<file path="src/rtl/lutfab_pkg.sv">
package lutfab_pkg;
  // table of one cell: 8 words x 2 bits
  localparam int CELL_IN    = 3;
  localparam int CELL_OUT   = 2;
  localparam int CELL_WORDS = 1 << CELL_IN;
  localparam int CELL_BITS  = CELL_WORDS * CELL_OUT;
  // routing bits per channel of a switch box
  localparam int RT_BITS = 4;
  localparam int RT_WE   = 0;
  localparam int RT_NE   = 1;
  localparam int RT_WS   = 2;
  localparam int RT_NS   = 3;
endpackage

</file>
<file path="src/rtl/lutfab_cell.sv">
module lutfab_cell
  import lutfab_pkg::*;
(
  input  logic [CELL_BITS-1:0] table_bits,
  input  logic [CELL_IN-1:0]   sel,
  output logic [CELL_OUT-1:0]  y
);
  logic [CELL_WORDS-1:0][CELL_OUT-1:0] words;

  assign words = table_bits;
  assign y     = words[sel];
endmodule

</file>
<file path="src/rtl/lutfab_sbox.sv">
module lutfab_sbox
  import lutfab_pkg::*;
#(
  parameter int CH = 4
) (
  input  logic [CH*RT_BITS-1:0] route,
  input  logic [CH-1:0]         w_in,
  input  logic [CH-1:0]         n_in,
  output logic [CH-1:0]         e_out,
  output logic [CH-1:0]         s_out
);
  for (genvar k = 0; k < CH; k++) begin : g_ch
    logic [RT_BITS-1:0] sw;
    assign sw       = route[k*RT_BITS +: RT_BITS];
    assign e_out[k] = (sw[RT_WE] & w_in[k]) | (sw[RT_NE] & n_in[k]);
    assign s_out[k] = (sw[RT_WS] & w_in[k]) | (sw[RT_NS] & n_in[k]);
  end
endmodule

</file>
<file path="src/rtl/lutfab_chain.sv">
module lutfab_chain #(
  parameter int TOTAL = 576
) (
  input  logic             clk,
  input  logic             rst,
  input  logic             en,
  input  logic             bit_in,
  output logic [TOTAL-1:0] bits,
  output logic             done
);
  localparam int CW = $clog2(TOTAL + 1);

  logic [CW-1:0] cnt;

  assign done = (cnt == CW'(TOTAL));

  always_ff @(posedge clk) begin
    if (rst) begin
      cnt <= '0;
    end else if (en && !done) begin
      cnt <= cnt + 1'b1;
    end
  end

  // data path without reset: first bit offered ends at index 0
  always_ff @(posedge clk) begin
    if (en && !done) begin
      bits <= {bit_in, bits[TOTAL-1:1]};
    end
  end
endmodule

</file>
<file path="src/rtl/lutfab_top.sv">
module lutfab_top
  import lutfab_pkg::*;
#(
  parameter int ROWS = 4,
  parameter int COLS = 4,
  parameter int CH   = 4
) (
  input  logic               clk,
  input  logic               rst,
  input  logic               cfg_en,
  input  logic               cfg_bit,
  output logic               cfg_done,
  input  logic [ROWS*CH-1:0] din,
  output logic [ROWS*CH-1:0] dout
);
  localparam int NCELL     = ROWS * COLS;
  localparam int BCOLS     = COLS + 1;
  localparam int CELL_AREA = NCELL * CELL_BITS;
  localparam int BOX_BITS  = CH * RT_BITS;
  localparam int TOTAL     = CELL_AREA + BCOLS * ROWS * BOX_BITS;

  logic [TOTAL-1:0] cfg;
  logic [CH-1:0] west  [BCOLS][ROWS];
  logic [CH-1:0] east  [BCOLS][ROWS];
  logic [CH-1:0] south [BCOLS][ROWS];
  logic [CH-1:0] north [BCOLS][ROWS];
  logic [CELL_OUT-1:0] cell_y [COLS][ROWS];
  logic [ROWS*CH-1:0] fab_out;

  lutfab_chain #(.TOTAL(TOTAL)) u_chain (
    .clk    (clk),
    .rst    (rst),
    .en     (cfg_en),
    .bit_in (cfg_bit),
    .bits   (cfg),
    .done   (cfg_done)
  );

  for (genvar c = 0; c < BCOLS; c++) begin : g_col
    for (genvar r = 0; r < ROWS; r++) begin : g_row
      localparam int BOX_BASE = CELL_AREA + (c*ROWS + r) * BOX_BITS;

      if (c == 0) begin : g_edge
        assign west[c][r] = din[r*CH +: CH];
      end else begin : g_feed
        assign west[c][r] = {east[c-1][r][CH-1:CELL_OUT], cell_y[c-1][r]};
      end

      if (r == 0) begin : g_top
        assign north[c][r] = '0;
      end else begin : g_below
        assign north[c][r] = south[c][r-1];
      end

      lutfab_sbox #(.CH(CH)) u_box (
        .route (cfg[BOX_BASE +: BOX_BITS]),
        .w_in  (west[c][r]),
        .n_in  (north[c][r]),
        .e_out (east[c][r]),
        .s_out (south[c][r])
      );

      if (c < COLS) begin : g_cell
        localparam int CELL_BASE = (r*COLS + c) * CELL_BITS;
        lutfab_cell u_cell (
          .table_bits (cfg[CELL_BASE +: CELL_BITS]),
          .sel        (east[c][r][CELL_IN-1:0]),
          .y          (cell_y[c][r])
        );
      end

      if (c == COLS) begin : g_out
        assign fab_out[r*CH +: CH] = east[c][r];
      end
    end
  end

  always_ff @(posedge clk) begin
    if (rst || !cfg_done) begin
      dout <= '0;
    end else begin
      dout <= fab_out;
    end
  end
endmodule

</file>
<file path="config.mk">
export PLATFORM = sky130hd
export DESIGN_NAME = lutfab_top
export DESIGN_NICKNAME = d
export VERILOG_FILES = /design/src/rtl/lutfab_pkg.sv /design/src/rtl/lutfab_cell.sv /design/src/rtl/lutfab_sbox.sv /design/src/rtl/lutfab_chain.sv /design/src/rtl/lutfab_top.sv
export SDC_FILE = /design/constraint.sdc
export NUM_CORES = 1
export LEC_CHECK = 0
export BUFFER_PORTS_ARGS = -buffer_cell sky130_fd_sc_hd__buf_4
export CAP_MARGIN = 40
export CORE_MARGIN = 10
export CORE_UTILIZATION = 37
export CTS_CLUSTER_SIZE = 20
export DETAILED_ROUTE_END_ITERATION = 8
export SYNTH_ARGS = -nofsm -noshare
export SYNTH_HDL_FRONTEND = slang
export SYNTH_HIERARCHICAL = 1
export SYNTH_SLANG_ARGS = --single-unit
</file>
<file path="constraint.sdc">
create_clock -name clk -period 23.5 [get_ports clk]
set_input_delay 4.7 -clock clk [delete_from_list [all_inputs] [get_ports clk]]
set_output_delay 4.7 -clock clk [all_outputs]
set_load 0.05 [all_outputs]
</file>
==> results.md, run 1 <==
- Status: finished, final reports clean
- Max incr delay on CP: approximately 0.58 ns
- I/O Pins: 37
- Area growth, synth to finish: 15.04%
- DR WL met2: about 16000 µm
- Final Hold Viols: 0
- Vias in the first global route: around 9400
- CP max FO: 4
- Netlist Area Pre-Place: ~22000 µm²
- Logic pwr share: approximately 1.9%
- Post_cts resized: 0
- Critical path launch point type: input pin
- Post-Synthesis Cells: 914
- Placer congestion estimate: 0.7397
- Fin Hold WS: 0.4173 ns
- Critical setup path kind: in -> reg
- Setup TNS: 0 ns
- Worst slew margin: 44.70%
- Number of placement rows: a little under 90
- Via Count: 9240
- Worst skew pair latency: approximately 0.57 ns
- Clock Skew: between 0.008 and 0.009 ns
- Die Y-Extent: between 200 and 300 µm
- Maximum clock frequency: approximately 0.10 GHz
- GRT overflow: 0
- Crit end category: flop
- CP arrival: approximately 10 ns
- # setup viols final: 0
- Final WL: around 35000 µm
- Crit path time final: ~9.8 ns
- RSZ-0062 raised after global routing: false
- ANT cells: 0
- Largest net degree at the start of global routing: 75
- # placed instances: between 1500 and 2000
- CP most frequent cell: a22o_1
- Met1 WL: 16640 µm
- Core region area: a little under 60000 µm²
- CTS tree: yes
- Worst Hold Class: reg -> reg
- CTS sink cnt: 602
- Peak VDD IR: ~0.049 mV
- Total CTS buffers: 55
- Clk pwr share: roughly two fifths
- Pwr/cell area: between 80 and 90 nW/µm²
- Worst Path Required: between 20 and 25 ns
- First-pass GRT wire length: 54630 µm
- Fin crit share: between 40% and 50%
- Max Cap Viol: 0
- Switching share of power: around a fifth
- Worst path cell trace: buf_4 -> a22o_1 -> mux4_1 -> mux2_2 -> a22o_1 -> mux4_1 -> mux2_2 -> a22o_1 -> mux4_1 -> mux2_2 -> a22o_1 -> a22o_1 -> a22o_1 -> a22o_1 -> mux4_1 -> mux2_2 -> a22o_1 -> and3b_2
- CTS root buffer: clkbuf_16
- Post-route ant nets: 0
- Pins Over Slew Limit: 0
- Drt first pass iters: 5
- Drt wl/cell: between 15 and 20 µm
- Vias per cell: 4.965
- Clock Path Buffers: 3
- Initial Util: ~37%
- Worst-path clk slew: about 0.060 ns
- Slew of the pin with the lowest slew margin: about 0.83 ns
- Full die area: ~70000 µm²
- Post-synthesis area per instance: around 24 µm²
- Ys Warns: 6
- Post-CTS Setup Repair Bufs: 0
- CTS H-Tree Depth: 2
- Layout Nets: around 1100
- Pleak: ~6.6 nW
- Initial antenna violation count: 0
- Top layer in use: met4
- Share of cells above drive strength 1: about 15%
- # DRC: 0
- Crit-path leading delay family: multiplexers
- Buf/Inv on CP: 1
- Total GRT Usage: 9.977%
- Iter 0 DRT Violations: a little over 700
- Non-filler cells, final: around 1900
- Seq pwr share: 56.8%
- Sw Pwr: about 0.0004 W
- P_int: approximately 0.0017 W
- Cts hold-fix bufs: 0
- Slowest cell on crit path: mux4_1
- Die span in x: 261.8 µm
- Post-DP HPWL: 22050 µm
- Met3 Wirelength: ~950 µm
- PortBufs: 36
## power by group through the flow
stage | clock network (W) | logic (W) | registers [W]
final | 0.000858 | 0.0000393 | 0.00118
after floorplan | 0 | 0.0000248 | 0.00123
after global placement | 0 | 0.0000359 | 0.00120
after CTS | 0.000884 | 0.0000394 | 0.00118
after detailed placement | 0 | 0.0000399 | 0.00120
after global routing | 0.000926 | 0.0000434 | 0.00118
## state kept, by name (all words and copies together) (netlist names)
signal,cells
dout,16
u_chain/bits,576
u_chain/cnt,10
## layout by cell type, fill, tap and decap left out, types with 2 or more instances in the layout
cell type / count
conb_1: 40
clkinv_1: 12
a22o_1: 140
ha_1: 2
o21ai_0: 3
buf_16: 3
dfxtp_1: 26
or3_1: 5
nand3_1: 3
mux4_1: 64
buf_12: 2
xor2_1: 2
clkbuf_1: 12
clkinv_2: 8
buf_4: 43
nor2_1: 4
a21oi_1: 6
inv_1: 6
clkbuf_16: 59
clkbuf_8: 7
and3b_2: 6
and3b_1: 10
nor2b_1: 4
nand4_1: 2
and4_1: 2
edfxtp_1: 576
mux2_2: 32
## metrics by stage
step | utilization [%] | area [µm²] | total power (W) | setup WS [ns]
2_1_floorplan | - | 21780 | 0.001253 | 4.699
3_3_place_gp | 39.85 | 23030 | 0.001240 | 13.19
3_5_place_dp | 40.02 | 23140 | 0.001243 | 13.13
4_1_cts | 43.02 | 24870 | 0.002103 | 13.74
5_1_grt | 43.06 | 24890 | 0.002149 | 13.57
6_report | 43.06 | 24890 | 0.002077 | 13.74
## layout make-up
class                      count  area, µm²
fill                        4878      32920
sequential                   602      17820
multi-input combinational    341       3914
clock buffer                  78       1618
tap                          765      957.2
timing repair buffer          48      445.4
clock inverter                21      115.1
inverter                       6      22.52
## metal layers
layer,GRT usage (%),vias up
li1,-,4239
met1,14.44,4840
met2,15.40,105
met3,1.496,56
met4,3.034,0
met5,0,-
## path summary, 6_finish.rpt
kind,slack (ns),start,endpoint,cells after the start
max,13.74,din[0],dout[13]$_SDFF_PP0_,18
min,0.42,u_chain/bits[318]$_DFFE_PP_,u_chain/bits[317]$_DFFE_PP_,0
max reg2reg,17.49,u_chain/bits[256]$_DFFE_PP_,dout[13]$_SDFF_PP0_,17
min reg2reg,0.42,u_chain/bits[318]$_DFFE_PP_,u_chain/bits[317]$_DFFE_PP_,0
Note: power is estimated with default switching activity, not from simulation.
==> inputs of run 2 (changes only) <==
==> constraint.sdc (replaced) <==
create_clock -name clk -period 10 [get_ports clk]
set_input_delay 2 -clock clk [delete_from_list [all_inputs] [get_ports clk]]
set_output_delay 2 -clock clk [all_outputs]
set_load 0.05 [all_outputs]
==> results.md, run 2 (synthesis gave the netlist of run 1 again) <==
- Critical setup path kind: in -> reg
- Max Cap Viol: 0 (unchanged)
- Worst setup margin: 2.935 ns (-10.80 ns)
- Max FFs per register: 576 (unchanged)
- Cts hold-fix bufs: 0 (unchanged)
- CP max FO: 4 (unchanged)
- Drt wl/cell: 18.91 µm (+1.7%)
- Total CTS buffers: 56 (+1.8%)
- ANT cells: 0 (unchanged)
- RSZ-0062 raised after global routing: false
- Hold EP: u_chain/bits[382]$_DFFE_PP_
- Final Hold Viols: 0 (unchanged)
- First-pass GRT wire length: 55440 µm (+1.5%)
- Area growth, synth to finish: 14.57%
- Die Y-Extent: 261.8 µm (unchanged)
- Worst slew margin: 25.57% (-19 points)
- Core region area: 57810 µm² (unchanged)
- Status: finished, final reports clean
- Reg2reg end: dout[13]$_SDFF_PP0_
- Pre-CTS WS: 2.329 ns (-10.80 ns)
- Worst Path Required: 10.48 ns (-13.48 ns)
- Top reg by flops: u_chain/bits
- Layout Nets: 1070 (-0.56%)
- Worst Hold Class: reg -> reg
- Slew of the pin with the lowest slew margin: 1.117 ns (+0.2871 ns)
- Crit path time final: 7.065 ns
- Reg2Reg Depth: 17 (unchanged)
- CTS tree: yes
- Non-filler cells, final: 1855 (-0.32%)
- Worst skew pair latency: 0.59 ns (+0.02 ns)
- Initial Util: 37.43% (unchanged)
- Drt first pass iters: 5 (unchanged)
- GRT overflow: 0 (unchanged)
- Filler cells: 4853 (-0.51%)
- Reg-to-reg slack, setup: 4.01 ns (-13.48 ns)
- Vias in the first global route: 9368 (-0.39%)
- Crit end category: flop
- Final WL: 35080 µm (+1.3%)
- CTS sink cnt: 602 (unchanged)
- Reg-to-Reg Start: u_chain/bits[256]$_DFFE_PP_
- Fin util: 42.88% (-0.18 points)
- # DRC: 0 (unchanged)
- Worst-path clk slew: 0.07 ns (about the same)
- Critical path launch point type: input pin
- CTS H-Tree Depth: 2 (unchanged)
- Hold Crit Depth: 0 (unchanged)
- Clock Skew: 0.01397 ns (+0.005440 ns)
- Share of cells above drive strength 1: 14.59% (-0.38 points)
- Setup TNS: 0 ns (unchanged)
- Largest net degree at the start of global routing: 209 (+180%)
- PortBufs: 36 (unchanged)
- Fin Hold WS: 0.4163 ns (-0.0009560 ns)
- Iter 0 DRT Violations: 785 (+8.1%)
- Placer congestion estimate: 0.7240 (-2.1%)
- Initial antenna violation count: 0 (unchanged)
- Post_cts resized: 0 (unchanged)
- Commonest non-fill, non-tap cell in the layout: edfxtp_1
- Post-DP HPWL: 21520 µm (-2.4%)
- Min-delay src: u_chain/bits[383]$_DFFE_PP_
- Vias per cell: 4.943 (-0.45%)
- Maximum clock frequency: around 0.14 GHz
- Pins Over Slew Limit: 0 (unchanged)
- Pleak: 6.511 nW (-1.0%)
- Commonest cells after routing, fill and taps aside: edfxtp_1 (576), a22o_1 (140), mux4_1 (64)
- Post-CTS Setup Repair Bufs: 0 (unchanged)
- Largest registers: u_chain/bits (576), dout (16), u_chain/cnt (10)
- Pwr/cell area: 197.3 nW/µm² (+140%)
- Full die area: 68550 µm² (unchanged)
- Die span in x: 261.8 µm (unchanged)
- Number of placement rows: 88 (unchanged)
- Post-route ant nets: 0 (unchanged)
- CTS root buffer: clkbuf_16
- Via Count: 9169 (-0.77%)
- Total GRT Usage: 10.19% (+0.21 points)
- # placed instances: 1755 (-0.34%)
- Fin crit share: a little over 70%
- # setup viols final: 0 (unchanged)
- Clock Path Buffers: 3 (unchanged)
- Peak VDD IR: 0.1304 mV (+170%)
- I/O Pins: 37 (unchanged)
- CP arrival: 7.55 ns (-2.68 ns)
## run 2: changes by cell type in the layout (fill, tap and decap cells not counted), sizes merged
cell      delta
buf          -7
inv          +3
clkinv       -1
clkinvlp     +3
bufinv       +2
clkbuf       -6
## run 2: worst max path at each step
| stage | start | endpoint | slack, ns | cells after the start |
|---|---|---|---|---|
| after floorplan | cfg_en | u_chain/bits[0]$_DFFE_PP_ | 0.33 | 2 |
| after global placement | din[0] | dout[13]$_SDFF_PP0_ | 2.41 | 18 |
| after detailed placement | din[0] | dout[13]$_SDFF_PP0_ | 2.33 | 18 |
| after CTS | din[0] | dout[13]$_SDFF_PP0_ | 2.94 | 18 |
| after global routing | din[0] | dout[13]$_SDFF_PP0_ | 2.78 | 18 |
| final | din[0] | dout[13]$_SDFF_PP0_ | 2.94 | 18 |
## run 2: stage by stage
stage,power (W),instance area [µm²]
global placement,0.002913,23040
CTS,0.004949,24790
finish,0.004892,24790
detailed placement,0.002918,23060
floorplan,0.002914,21780
global route,0.005064,24790
## run 2: area by class of cell
type	count	area, µm²	area share (%)
tap	765	957.2	3.861
timing repair buffer	41	352.8	1.423
multi-input combinational	341	3914	15.79
clock inverter	28	221.5	0.8934
sequential	602	17820	71.88
inverter	6	22.52	0.09086
clock buffer	72	1503	6.062
## run 2: critical path, cell delays in order
cell     delay [ns]
buf_4          0.09
a22o_1         0.26
mux4_1         0.59
mux2_2         0.31
a22o_1         0.29
mux4_1         0.47
mux2_2         0.30
a22o_1         0.29
mux4_1         0.47
mux2_2         0.29
a22o_1         0.25
a22o_1         0.26
a22o_1         0.24
a22o_1         0.26
mux4_1         0.47
mux2_2         0.30
a22o_1         0.20
and3b_2        0.20
## run 2: power breakdown
group	leakage (nW)	total (W)	switching [W]	internal (W)
Combinational	1.42	0.0000876	0.0000637	0.0000239
Clock	0.839	0.00203	0.000894	0.00113
Sequential	4.26	0.00277	0.00000800	0.00277
## run 2: routing by layer
layer  routed length [µm]  vias to the layer above  global-route usage [%]
li1                     -                     4235                       -
met1                16700                     4765                   14.69
met2                16540                      116                   15.63
met3                 1141                       53                   1.727
met4                  700                        0                   3.131
met5                    0                        -                       0
==> inputs of run 3 (changes only) <==
==> constraint.sdc (replaced) <==
create_clock -name clk -period 6.6 [get_ports clk]
set_input_delay 1.32 -clock clk [delete_from_list [all_inputs] [get_ports clk]]
set_output_delay 1.32 -clock clk [all_outputs]
set_load 0.05 [all_outputs]
==> results.md, run 3 (synthesis gave the netlist of run 1 again) <==
- Status: finished, final reports clean
- CTS sink cnt: 602 (unchanged)
- Crit path time final: 6.305 ns
- Worst Hold Class: reg -> reg
- Worst setup margin: 0.2955 ns (-2.640 ns)
- CTS tree: yes
- GRT overflow: 0 (unchanged)
- Drt first pass iters: 5 (unchanged)
- # setup viols final: 0 (unchanged)
- Pre-CTS WS: -0.3225 ns (-2.651 ns)
- Core region area: 57810 µm² (unchanged)
- Area growth, synth to finish: 15.70%
- Critical setup path kind: in -> reg
- Post-route ant nets: 0 (unchanged)
- Crit end category: flop
- Max FFs per register: 576 (unchanged)
- Cts hold-fix bufs: 0 (unchanged)
- Via Count: 9344 (+1.9%)
- Die span in x: 261.8 µm (unchanged)
- Worst-path clk slew: 0.07 ns (about the same)
- Iter 0 DRT Violations: 779 (-0.76%)
- Initial Util: 37.43% (unchanged)
- Top reg by flops: u_chain/bits
- ANT cells: 0 (unchanged)
- Overall power: 0.007426 W (+52%)
- Worst slew margin: 31.22% (+5.7 points)
- Commonest cells after routing, fill and taps aside: edfxtp_1 (576), a22o_1 (140), buf_4 (69)
- Worst Path Required: 7.07 ns (-3.41 ns)
- Worst path cell trace: buf_4 -> a22o_1 -> mux4_1 -> mux2_2 -> a22o_1 -> a22o_1 -> a22o_1 -> mux4_1 -> mux2_2 -> a22o_1 -> mux4_1 -> mux2_2 -> a22o_1 -> a22o_1 -> mux4_1 -> mux2_2 -> a22o_1 -> and3b_2
- Critical path launch point type: input pin
- Crit-path leading delay family: multiplexers
- Total GRT Usage: 10.29% (+0.10 points)
- RSZ-0062 raised after global routing: false
- Maximum clock frequency: approximately 0.16 GHz
- CP max FO: 4 (unchanged)
- Clock Path Buffers: 3 (unchanged)
- CTS H-Tree Depth: 2 (unchanged)
- Placer congestion estimate: 0.7311 (+0.98%)
- Largest registers: u_chain/bits (576), dout (16), u_chain/cnt (10)
- Final WL: 35470 µm (+1.1%)
- Post-DP HPWL: 22060 µm (+2.5%)
- Post_cts resized: 0 (unchanged)
- Pwr/cell area: 296.7 nW/µm² (+50%)
- Drt wl/cell: 18.79 µm (-0.67%)
- CP most frequent cell: a22o_1
- Slew of the pin with the lowest slew margin: 1.032 ns (-0.08479 ns)
- Number of placement rows: 88 (unchanged)
- I/O Pins: 37 (unchanged)
- Max Cap Viol: 0 (unchanged)
- Worst skew pair latency: 0.57 ns (-0.02 ns)
- Pins Over Slew Limit: 0 (unchanged)
- # DRC: 0 (unchanged)
- Post-CTS Setup Repair Bufs: 0 (unchanged)
- Full die area: 68550 µm² (unchanged)
- Largest net degree at the start of global routing: 181 (-13%)
- Pleak: 6.659 nW (+2.3%)
- Initial antenna violation count: 0 (unchanged)
- Buf/Inv on CP: 1 (unchanged)
- Clock Skew: 0.01132 ns (-0.002654 ns)
- Share of cells above drive strength 1: 17.63% (+3.0 points)
- Fin crit share: roughly 96%
- Peak VDD IR: 0.1946 mV (+49%)
- Commonest non-fill, non-tap cell in the layout: edfxtp_1
- Vias in the first global route: 9600 (+2.5%)
- CP arrival: 6.78 ns (-0.77 ns)
- CTS root buffer: clkbuf_16
- Final Hold Viols: 0 (unchanged)
- PortBufs: 36 (unchanged)
- Max incr delay on CP: 0.57 ns (-0.02 ns)
- Layout Nets: 1102 (+3.0%)
- Vias per cell: 4.949 (+0.13%)
- Slowest cell on crit path: mux4_1
- First-pass GRT wire length: 56120 µm (+1.2%)
- Total CTS buffers: 57 (+1.8%)
- Die Y-Extent: 261.8 µm (unchanged)
run 3: cell types whose count changed in the layout (fill, tap and decap cells not counted), sizes merged:
cell      change
buf          +31
clkbuf        -4
clkinv        +8
inv           -3
clkinvlp      +1
run 3: area by class of cell:
type	count	area, µm²
Multi-Input combinational cell	341	3914
Clock buffer	68	1488
Tap cell	765	957.2
Fill cell	4856	32770
Clock inverter	34	256.5
Inverter	6	22.52
Sequential cell	602	17820
Timing Repair Buffer	72	578.1
run 3: path summary, 6_finish.rpt:
kind              depth (start not counted)  slack (ns)                     endpoint                   startpoint
setup reg to reg                         17        0.68          dout[13]$_SDFF_PP0_  u_chain/bits[256]$_DFFE_PP_
hold reg to reg                           0        0.41  u_chain/bits[509]$_DFFE_PP_  u_chain/bits[510]$_DFFE_PP_
setup / recovery                         18        0.30          dout[13]$_SDFF_PP0_                       din[0]
hold / removal                            0        0.41  u_chain/bits[509]$_DFFE_PP_  u_chain/bits[510]$_DFFE_PP_
run 3: report_power, final:
group / switching, W / internal, W / leakage (nW) / total (W)
registers: 0.0000127 / 0.00419 / 4.26 / 0.00420
clock network: 0.00136 / 0.00172 / 0.860 / 0.00309
logic: 0.0000974 / 0.0000387 / 1.54 / 0.000136
total: 0.00147 / 0.00595 / 6.66 / 0.00743
run 3: through the flow:
stage | instance area [µm²] | hold WS, ns | util, % | std cells | setup TNS (ns)
after floorplan | 21780 | 0.4003 | - | 953 | 0
after global placement | 23290 | 0.4015 | 40.29 | 1786 | -0.6179
after detailed placement | 23290 | 0.4045 | 40.29 | 1786 | -1.033
after CTS | 25030 | 0.4055 | 43.31 | 1888 | 0
after global routing | 25030 | 0.4083 | 43.31 | 1888 | 0
final | 25030 | 0.4119 | 43.31 | 1888 | 0
run 3: metal layers:
metal | GRT usage (%) | wire, µm
met1 | 14.78 | 16980
met2 | 15.88 | 16770
met3 | 1.525 | 965
met4 | 3.468 | 748
met5 | 0 | 0
